[config.mk]
export PLATFORM = sky130hd
export DESIGN_NAME = art_pwm_timer
export DESIGN_NICKNAME = d
export VERILOG_FILES = /design/src/rtl/art_pkg.sv /design/src/rtl/art_regs.sv /design/src/rtl/art_evt_sync.sv /design/src/rtl/art_counter.sv /design/src/rtl/art_pwm_chan.sv /design/src/rtl/art_pwm_timer.sv
export SDC_FILE = /design/constraint.sdc
export NUM_CORES = 1
export LEC_CHECK = 0
export ABC_AREA = 1
export ABC_CLOCK_PERIOD_IN_PS = 1900
export BUFFER_PORTS_ARGS = -buffer_cell sky130_fd_sc_hd__buf_2
export CELL_PAD_IN_SITES_DETAIL_PLACEMENT = 2
export CELL_PAD_IN_SITES_GLOBAL_PLACEMENT = 2
export CORE_MARGIN = 10
export CORE_UTILIZATION = 36
export CTS_CLUSTER_DIAMETER = 30
export DETAILED_ROUTE_END_ITERATION = 8
export HOLD_SLACK_MARGIN = 0.15
export PLACE_DENSITY_LB_ADDON = 0.15
export REMOVE_ABC_BUFFERS = 1
export SLEW_MARGIN = 20
export SYNTH_ARGS = -nofsm -noshare
export SYNTH_HDL_FRONTEND = slang
export SYNTH_SLANG_ARGS = --single-unit
[constraint.sdc]
create_clock -name clk -period 1.9 [get_ports clk]
set_clock_uncertainty 0.1 [all_clocks]
set_input_delay 0.285 -clock clk [delete_from_list [all_inputs] [get_ports clk]]
set_output_delay 0.285 -clock clk [all_outputs]
set_load 0.05 [all_outputs]
[src/rtl/art_pkg.sv]
package art_pkg;
  localparam int ADR_W = 3;
  localparam logic [ADR_W-1:0] A_CTRL   = 3'd0;
  localparam logic [ADR_W-1:0] A_RELOAD = 3'd1;
  localparam logic [ADR_W-1:0] A_OE     = 3'd2;
  localparam logic [ADR_W-1:0] A_POL    = 3'd3;
  localparam logic [ADR_W-1:0] A_DUTY0  = 3'd4;
  localparam int B_RUN = 0;
  localparam int B_IE  = 1;
  localparam int B_EXT = 2;
  localparam int B_CLR = 3;
  typedef enum logic {SRC_INT = 1'b0, SRC_EXT = 1'b1} src_e;
endpackage

[src/rtl/art_regs.sv]
module art_regs
  import art_pkg::*;
#(
  parameter int CW  = 8,
  parameter int NCH = 2
) (
  input  logic                     clk,
  input  logic                     rst_n,
  input  logic                     wr_en,
  input  logic [ADR_W-1:0]         wr_addr,
  input  logic [CW-1:0]            wr_data,
  output logic                     run,
  output logic                     ie,
  output src_e                     src,
  output logic                     ovf_clr,
  output logic [CW-1:0]            reload,
  output logic [NCH-1:0]           oe,
  output logic [NCH-1:0]           pol,
  output logic [NCH-1:0][CW-1:0]   duty
);
  logic wr_ctrl;
  assign wr_ctrl = wr_en && (wr_addr == A_CTRL);
  assign ovf_clr = wr_ctrl && wr_data[B_CLR];

  always_ff @(posedge clk or negedge rst_n) begin
    if (!rst_n) begin
      run    <= 1'b0;
      ie     <= 1'b0;
      src    <= SRC_INT;
      reload <= '0;
      oe     <= '0;
      pol    <= '0;
    end else if (wr_en) begin
      case (wr_addr)
        A_CTRL: begin
          run <= wr_data[B_RUN];
          ie  <= wr_data[B_IE];
          src <= wr_data[B_EXT] ? SRC_EXT : SRC_INT;
        end
        A_RELOAD: reload <= wr_data;
        A_OE:     oe     <= wr_data[NCH-1:0];
        A_POL:    pol    <= wr_data[NCH-1:0];
        default: ;
      endcase
    end
  end

  for (genvar i = 0; i < NCH; i++) begin : g_duty
    localparam logic [ADR_W-1:0] ADR_I = A_DUTY0 + ADR_W'(i);
    always_ff @(posedge clk or negedge rst_n) begin
      if (!rst_n)
        duty[i] <= '0;
      else if (wr_en && (wr_addr == ADR_I))
        duty[i] <= wr_data;
    end
  end
endmodule

[src/rtl/art_evt_sync.sv]
module art_evt_sync #(
  parameter int STAGES = 2
) (
  input  logic clk,
  input  logic rst_n,
  input  logic evt_async,
  output logic evt_pulse
);
  localparam int DEPTH = STAGES + 1;
  logic [DEPTH-1:0] sh_q;

  always_ff @(posedge clk or negedge rst_n) begin
    if (!rst_n) sh_q <= '0;
    else        sh_q <= {sh_q[DEPTH-2:0], evt_async};
  end

  assign evt_pulse = sh_q[DEPTH-2] & ~sh_q[DEPTH-1];
endmodule

[src/rtl/art_counter.sv]
module art_counter #(
  parameter int CW = 8
) (
  input  logic          clk,
  input  logic          rst_n,
  input  logic          step,
  input  logic [CW-1:0] reload,
  input  logic          ovf_clr,
  output logic [CW-1:0] count,
  output logic          ovf_evt,
  output logic          flag
);
  localparam logic [CW-1:0] TOP = '1;

  assign ovf_evt = step && (count == TOP);

  always_ff @(posedge clk or negedge rst_n) begin
    if (!rst_n)       count <= '0;
    else if (ovf_evt) count <= reload;
    else if (step)    count <= count + 1'b1;
  end

  always_ff @(posedge clk or negedge rst_n) begin
    if (!rst_n)       flag <= 1'b0;
    else if (ovf_evt) flag <= 1'b1;
    else if (ovf_clr) flag <= 1'b0;
  end
endmodule

[src/rtl/art_pwm_chan.sv]
module art_pwm_chan #(
  parameter int CW = 8
) (
  input  logic          clk,
  input  logic          rst_n,
  input  logic [CW-1:0] count,
  input  logic [CW-1:0] duty_wr,
  input  logic          reload_evt,
  input  logic          run,
  input  logic          oe,
  input  logic          pol,
  output logic          pwm
);
  logic [CW-1:0] duty_act;

  always_ff @(posedge clk or negedge rst_n) begin
    if (!rst_n)                  duty_act <= '0;
    else if (!run || reload_evt) duty_act <= duty_wr;
  end

  assign pwm = oe & ((count >= duty_act) ^ pol);
endmodule

[src/rtl/art_pwm_timer.sv]
module art_pwm_timer
  import art_pkg::*;
#(
  parameter int CNT_W = 8,
  parameter int NCH   = 2   // at most 4 with the 3-bit address map
) (
  input  logic             clk,
  input  logic             rst_n,
  input  logic             wr_en,
  input  logic [ADR_W-1:0] wr_addr,
  input  logic [CNT_W-1:0] wr_data,
  input  logic             int_tick,
  input  logic             ext_evt,
  output logic [CNT_W-1:0] count_o,
  output logic             ovf_flag_o,
  output logic             irq_o,
  output logic [NCH-1:0]   pwm_o
);
  logic                        run_q, ie_q, ovf_clr, evt_pulse, step, ovf_evt;
  src_e                        src_q;
  logic [CNT_W-1:0]            reload_q;
  logic [NCH-1:0]              oe_q, pol_q;
  logic [NCH-1:0][CNT_W-1:0]   duty_q;

  art_regs #(.CW(CNT_W), .NCH(NCH)) u_regs (
    .clk(clk), .rst_n(rst_n), .wr_en(wr_en), .wr_addr(wr_addr),
    .wr_data(wr_data), .run(run_q), .ie(ie_q), .src(src_q),
    .ovf_clr(ovf_clr), .reload(reload_q), .oe(oe_q), .pol(pol_q),
    .duty(duty_q)
  );

  art_evt_sync #(.STAGES(2)) u_sync (
    .clk(clk), .rst_n(rst_n), .evt_async(ext_evt), .evt_pulse(evt_pulse)
  );

  assign step = run_q && ((src_q == SRC_EXT) ? evt_pulse : int_tick);

  art_counter #(.CW(CNT_W)) u_cnt (
    .clk(clk), .rst_n(rst_n), .step(step), .reload(reload_q),
    .ovf_clr(ovf_clr), .count(count_o), .ovf_evt(ovf_evt),
    .flag(ovf_flag_o)
  );

  assign irq_o = ovf_flag_o & ie_q;

  for (genvar i = 0; i < NCH; i++) begin : g_ch
    art_pwm_chan #(.CW(CNT_W)) u_ch (
      .clk(clk), .rst_n(rst_n), .count(count_o), .duty_wr(duty_q[i]),
      .reload_evt(ovf_evt), .run(run_q), .oe(oe_q[i]), .pol(pol_q[i]),
      .pwm(pwm_o[i])
    );
  end
endmodule

==> results.md, run 1 <==
- Final Hold Vio Count: 0
- Cell Int Power: 0.00303 W
- GR Util All Layers: 15.5%
- CTS tree: built
- Routability cong.: 0.825
- Synth top area share: 48.7%
- Ys flop type: dfrtp_1
- Pwr dens: 1300 nW/um2
- GRT Residual Overflow: 0
- CTS buffer count: 9
- Largest cells by area after synthesis: dfrtp_1 49%, nand2_1 11%, ha_1 7.0%, inv_1 6.1%, o21ai_0 5.8%
- Startpoint types: register
- Unique cell type count in the Yosys netlist: 28
- Worst setup margin: -0.423 ns
- Clk sinks: 59
- Post-route cell area: 4040 um2
- Core box area: 8220 um2
- Failing checks: negative setup slack
- Cell Area, Placed: 3470 um2
- Sequential share of the synthesized area: 48.7%
- Initial antenna violation count: 0
- Yosys warns: 0
- Cells after synthesis: 348
- Sw power: 0.00223 W
- Clock Path Buffers: 2
- Sw Share: 42.4%
- Synth Register Bits: 59
- Endpoints failing setup: 4
- Relative slew slack: 55.0%
- Nets: 452
- Max VDD drop: 0.422 mV
- Max frequency: 431 MHz
- Max-Cap Viols: 0
- Crit. End Element: primary output
- RSZ-0062 raised after global routing: yes
- Vias in the first global route: 2,952
- Yosys top cell by area: dfrtp_1
- Drt pass-1 iters: 4
- Initial core utilization: 36.9%
- Num rows: 33
- Root buf cell: clkbuf_8
- Hold crit path type: primary input to register
- Slew @ Worst Pin: 0.673 ns
- Power share of the clock group: 19.5%
- Arrival time at the worst endpoint: 1.94 ns
- Crit share post-route: 122%
- Combinational share of power: 46.7%
- Post-Syn Area: 3030 um2
- EDFF count, synth: 0
- Pre-CTS setup slack: -0.125 ns
- Post-synth ARST share: 100%
- Critical Path Fanout Max: 3
- Largest net degree at the start of global routing: 60
- CP max stage delay: 0.47 ns
- Max-slew violations: 0
- Iter 0 DRT Violations: 103
- Later-pin clock latency in the skew report: 0.35 ns
- Die area: 12,500 um2
- Flop pwr share: 33.7%
- H-tree depth: 3
- Hpwl dp: 6450 um
- Diodes inserted: 0
- CP cell instances: ha_4 -> nand2_4 -> nor2_1 -> nand2_2 -> nand4_1 -> nand2_1 -> nor2_2 -> buf_6
- DRC: 0
- First-pass GRT wire length: 15,700 um
- Layout cells sized above 1: 40.4%
- Synth Area per Inst: 8.72 um2
- Final ANT Viol Nets: 0
- Total wire length: 11,500 um
- Final min period: 2.32 ns
- Status: finished, violations left
- Wirelength per Cell: 21.8 um
- Slowest CP cell: dfrtp_2
- Reg clk slew, reported paths: 0.08 ns
- Width of the die: 112 um
- Worst hold stages: 3
- Crit path kind: register to primary output
- Port Buffers: 27
- DR vias/cell: 5.09
- Fin Hold WS: 0.174 ns
- Number of cells on the worst reg-to-reg path: 12
- Layout area overhead: 33.2%
- Via count: 2,686
- Leakage: 2.02 nW
- Die Span Y: 112 um
- I/O Pins: 28
- Critical Path RT: 1.51 ns
==> metrics by stage <==
step / std cells / total power (W) / setup TNS, ns / utilization (%)
after floorplan: 339 / 0.00278 / -1.71 / -
after global placement: 502 / 0.00342 / -0.101 / 42.3
after detailed placement: 502 / 0.00353 / -0.231 / 42.3
after CTS: 523 / 0.00474 / -0.766 / 45.8
after global routing: 528 / 0.00561 / -1.93 / 49.2
final: 528 / 0.00526 / -0.853 / 49.2
==> final timing paths <==
kind	start	endpoint	slack, ns
min in group asynchronous	rst_n	g_ch[1].u_ch.duty_act[1]	0.35
worst max-delay path	u_cnt.count[3]	pwm_o[0]	-0.42
worst max register to register	u_cnt.count[1]	g_ch[1].u_ch.duty_act[4]	-0.01
max in group asynchronous	rst_n	u_cnt.count[7]	1.01
worst min-delay path	wr_data[6]	u_regs.duty[14]	0.17
worst min register to register	u_sync.sh_q[0]	u_sync.sh_q[1]	0.26
==> flip-flops by register name (all words and copies together), names as in the netlist <==
register            count
u_cnt.count             8
u_regs.reload           8
u_regs.oe               2
u_sync.sh_q             3
u_regs.src              1
u_regs.duty            16
u_regs.run              1
u_cnt.flag              1
u_regs.pol              2
u_regs.ie               1
g_ch.u_ch.duty_act     16
==> cells in the mapped netlist, types with 2 or more instances <==
cell,count
nand2_1,91
dfrtp_1,59
inv_1,49
o21ai_0,35
nand2_2,19
ha_1,17
nand3_1,15
nor2_1,15
o21ai_2,14
a21oi_1,7
buf_12,3
clkbuf_1,3
nand4_1,3
buf_4,2
inv_4,2
xor2_1,2
==> timing repair <==
action / 4_1_cts / 5_1_grt
endpoints found under the hold margin: 65 / 0
hold buffers: 4 / 0
gates cloned: 0 / 2
endpoints found under the setup margin: 2 / 24
pin swaps: 13 / 16
resized for setup: 19 / 51
setup buffers: 2 / 3
==> per-layer routing <==
metal	vias to the layer above	global-route usage [%]	part of all wire, %
li1	1234	-	-
met1	1390	19.5	44
met2	49	26.2	51
met3	13	3.33	3.5
met4	0	4.11	1.5
met5	-	0	0
==> layout make-up <==
class / instances / area [um2]
fillers: 892 / 4180
multi-input cells: 228 / 1500
flip-flops and latches: 59 / 1480
repair buffers: 69 / 561
inverters: 52 / 201
clock buffers: 12 / 145
well taps: 105 / 131
clock inverters: 3 / 15.0
==> cell families (layout without fill, tap and decap cells) <==
family          count (synthesis)  count (layout)  share of synthesized area [%]
compound gates                 61              61                           12.0
xor+xnor                        2               2                          0.578
fa+ha+maj                      17              17                           7.01
buf+inv                        61             136                           9.82
flops                          59              59                           48.7
simple gates                  148             148                           21.9
==> placed cells by master (no fill, tap or decap), drive strengths merged <==
| cell | netlist | routed |
|---|---|---|
| nand3 | 16 | 16 |
| nand2 | 111 | 111 |
| xor2 | 2 | 2 |
| dlygate4sd3 | 0 | 4 |
| a31oi | 1 | 1 |
| nand4 | 3 | 3 |
| o21ai | 50 | 50 |
| nor2 | 17 | 17 |
| inv | 51 | 51 |
| a21oi | 7 | 7 |
| nor3 | 1 | 1 |
| clkinv | 1 | 4 |
| a21o | 1 | 1 |
| ha | 17 | 17 |
| buf | 6 | 63 |
| dfrtp | 59 | 59 |
| clkbuf | 3 | 14 |
| o21a | 1 | 1 |
| o22ai | 1 | 1 |
==> critical path: cells and delay by family, from the launching register on <==
kind	cells	cell delay, ns
and+or+nand+nor	6	0.63
adders and majority gates	1	0.31
DFF	1	0.47
buffers and inverters	1	0.17
==> power by group through the flow <==
stage          clock network [W]  registers [W]  logic (W)
2_1_floorplan                  0        0.00188   0.000894
3_3_place_gp                   0        0.00171    0.00171
3_5_place_dp                   0        0.00173    0.00180
4_1_cts                  0.00102        0.00172    0.00200
5_1_grt                  0.00111        0.00181    0.00269
6_report                 0.00103        0.00177    0.00246
(Power assumes the default switching activity.)
==> run 2, diff against run 1 <==
Settings changed: ABC_AREA 1 to not set, CORE_UTILIZATION 36 to 39.
==> results.md, run 2 <==
- Post-Syn Area: 2830 um2 (-6.8%)
- Drt pass-1 iters: 4 (unchanged)
- CTS tree: built
- Synth top cells by count: 59 x dfrtp_1, 32 x mux2_2, 30 x nand2_1
- Nets: 362 (-20%)
- Biggest regs: g_ch.u_ch.duty_act x16, u_regs.duty x16
- Max-Cap Viols: 0 (unchanged)
- Vias in the first global route: 2,739 (-7.2%)
- GRT Residual Overflow: 0 (unchanged)
- Fillcell total: 684 (-23%)
- Relative slew slack: 61.9% (+6.9 points)
- Synth Register Bits: 59 (unchanged)
- Hpwl dp: 5950 um (-7.7%)
- EDFF count, synth: 0 (unchanged)
- Clock Path Buffers: 2 (unchanged)
- Layout area overhead: 37.5%
- Commonest non-fill, non-tap cell in the layout: dfrtp_1
- Max-slew violations: 0 (unchanged)
- Critical Path Fanout Max: 3 (unchanged)
- Port Buffers: 27 (unchanged)
- Final Hold Vio Count: 0 (unchanged)
- Post-synth ARST share: 100% (unchanged)
- Cells after synthesis: 245 (-30%)
- Synth top area share: 52.2% (+3.5 points)
- Yosys top cell by area: dfrtp_1
- Die area: 11,100 um2 (-12%)
- Placed cells: 395 (-21%)
- Pwr dens: 1480 nW/um2 (+14%)
- Endpoints failing setup: 24 (+20)
- Failing checks: negative setup slack
- Arrival time at the worst endpoint: 2.22 ns (+0.28 ns)
- Top-count cell post-synth: dfrtp_1
- Worst setup margin: -0.703 ns (-0.280 ns)
- Combinational share of power: 48.5% (+1.8 points)
- CTS buffer count: 9 (unchanged)
- Diodes inserted: 0 (unchanged)
- Wirelength per Cell: 24.9 um (+15%)
- Post-route cell area: 3890 um2 (-3.8%)
- Width of the die: 105 um (-5.9%)
- Iter 0 DRT Violations: 107 (+3.9%)
- Cell Int Power: 0.00336 W (+11%)
- Final ANT Viol Nets: 0 (unchanged)
- Via count: 2,315 (-14%)
- Routability cong.: 0.824 (-0.13%)
- Initial core utilization: 40.9% (+4.0 points)
- Fin Hold WS: 0.165 ns (-0.00891 ns)
- I/O Pins: 28 (unchanged)
- Crit share post-route: 137% (+15 points)
- Crit. End Element: primary output
- Commonest cells after routing, fill and taps aside: 57 x dfrtp_1, 38 x buf_4, 31 x mux2_2, 28 x nand2_1, 25 x buf_2
- Max VDD drop: 0.589 mV (+40%)
- Yosys warns: 0 (unchanged)
- Synth Area per Inst: 11.5 um2 (+32%)
- Non-filler cells, final: 430 (-19%)
- Clk sinks: 59 (unchanged)
- Hold crit path type: primary input to register
- Status: finished, violations left
- RSZ-0062 raised after global routing: yes
- Root buf cell: clkbuf_8
- Sw power: 0.00240 W (+7.5%)
- Num rows: 30 (-9.1%)
- Sw Share: 41.6% (-0.70 points)
- DR vias/cell: 5.38 (+5.8%)
- Max frequency: 384 MHz (-11%)
- Critical Path RT: 1.51 ns (about the same)
- Layout cells sized above 1: 45.8% (+5.4 points)
- Largest net degree at the start of global routing: 60 (unchanged)
- Slew @ Worst Pin: 0.568 ns (-0.105 ns)
- Leakage: 1.80 nW (-10%)
- DRC: 0 (unchanged)
- Flop pwr share: 33.1% (-0.6 points)
- Largest cells by area after synthesis: dfrtp_1 52%, mux2_2 13%, ha_1 7.5%, nand2_1 4.0%, o21ai_1 2.5%
- Startpoint types: register
- Crit path kind: register to primary output
- Initial antenna violation count: 0 (unchanged)
- Ys flop type: dfrtp_1
- Unique cell type count in the Yosys netlist: 39 (+39%)
- Power share of the clock group: 18.4% (-1.1 points)
- Later-pin clock latency in the skew report: 0.35 ns (about the same)
- First-pass GRT wire length: 15,800 um (+0.53%)
- Final min period: 2.60 ns (+0.280 ns)
- H-tree depth: 3 (unchanged)
- Sequential share of the synthesized area: 52.2% (+3.5 points)
- Core box area: 6910 um2 (-16%)
- Total wire length: 10,700 um (-6.7%)
- Reg clk slew, reported paths: 0.08 ns (about the same)
- Cell Area, Placed: 3300 um2 (-4.9%)
- GR Util All Layers: 18.4% (+2.9 points)
- Die Span Y: 105 um (-5.9%)
-- run 2: worst max-delay path: stages, from the launching register on --
cell       delay, ns
dfrtp_1         0.40
inv_2           0.11
ha_4            0.21
nand2b_4        0.15
a2111oi_4       0.37
nor3_2          0.09
buf_4           0.14
o211ai_1        0.17
buf_4           0.23
-- run 2: path summary, 6_finish.rpt --
| kind | start | end | slack [ns] | cells after the start |
|---|---|---|---|---|
| worst max-delay path | u_cnt.count[0] | pwm_o[1] | -0.70 | 8 |
| max in group asynchronous | rst_n | u_cnt.count[1] | 1.06 | 3 |
| worst min register to register | u_sync.sh_q[0] | u_sync.sh_q[1] | 0.26 | 0 |
| min in group asynchronous | rst_n | u_regs.duty[6] | 0.36 | 3 |
| worst max register to register | u_cnt.count[1] | u_cnt.count[4] | -0.22 | 10 |
| worst min-delay path | wr_data[3] | u_regs.duty[3] | 0.17 | 2 |
-- run 2: timing repair --
| action | CTS | global route |
|---|---|---|
| endpoints found under the setup margin | 23 | 24 |
| gates cloned | 1 | 0 |
| hold endpoints to repair | 74 | 0 |
| hold buffers | 7 | 0 |
| gates resized for setup | 27 | 24 |
| pin swaps | 8 | 6 |
| setup buffers | 4 | 7 |
-- run 2: power by group through the flow --
stage / clock (W) / sequential (W) / combinational, W
2_1_floorplan: 0 / 0.00202 / 0.000914
3_3_place_gp: 0 / 0.00183 / 0.00184
3_5_place_dp: 0 / 0.00186 / 0.00196
4_1_cts: 0.00105 / 0.00186 / 0.00244
5_1_grt: 0.00113 / 0.00194 / 0.00300
6_report: 0.00106 / 0.00191 / 0.00279
-- run 2: through the flow --
step | power, W | util, % | setup TNS, ns | setup WS, ns
after global routing | 0.00608 | 56.3 | -6.13 | -0.802
after floorplan | 0.00294 | - | -16.20 | -1.03
after detailed placement | 0.00381 | 47.8 | -6.29 | -0.540
final | 0.00575 | 56.3 | -4.17 | -0.703
after CTS | 0.00535 | 54.3 | -1.23 | -0.603
after global placement | 0.00367 | 47.8 | -4.61 | -0.393
-- run 2: cell type report --
cell class              count  area [um2]  share of cell area (%)
clock buffers              10         138                    3.54
clock inverters             6        41.3                    1.06
inverters                  18        67.6                    1.74
multi-input cells         162        1430                    36.8
flip-flops and latches     59        1480                    38.0
well taps                  96         120                    3.09
repair buffers             79         611                    15.7
-- run 2: logic make-up after synthesis --
group                    after synthesis  share of synthesized area [%]
AND/OR/NAND/NOR                       66                           12.1
flip-flops                            59                           52.2
AO/OA/AOI/OAI                         42                           9.73
multiplexers                          36                           14.2
buffers and inverters                 24                           3.89
adder cells (fa/ha/maj)               17                           7.52
XOR/XNOR                               1                          0.310
-- run 2: routing by layer --
metal	vias up	global-route usage, %	wire length (um)
li1	1035	-	-
met1	1200	19.6	4030
met2	55	33.5	5980
met3	25	5.16	374
met4	0	6.96	344
met5	-	0	0
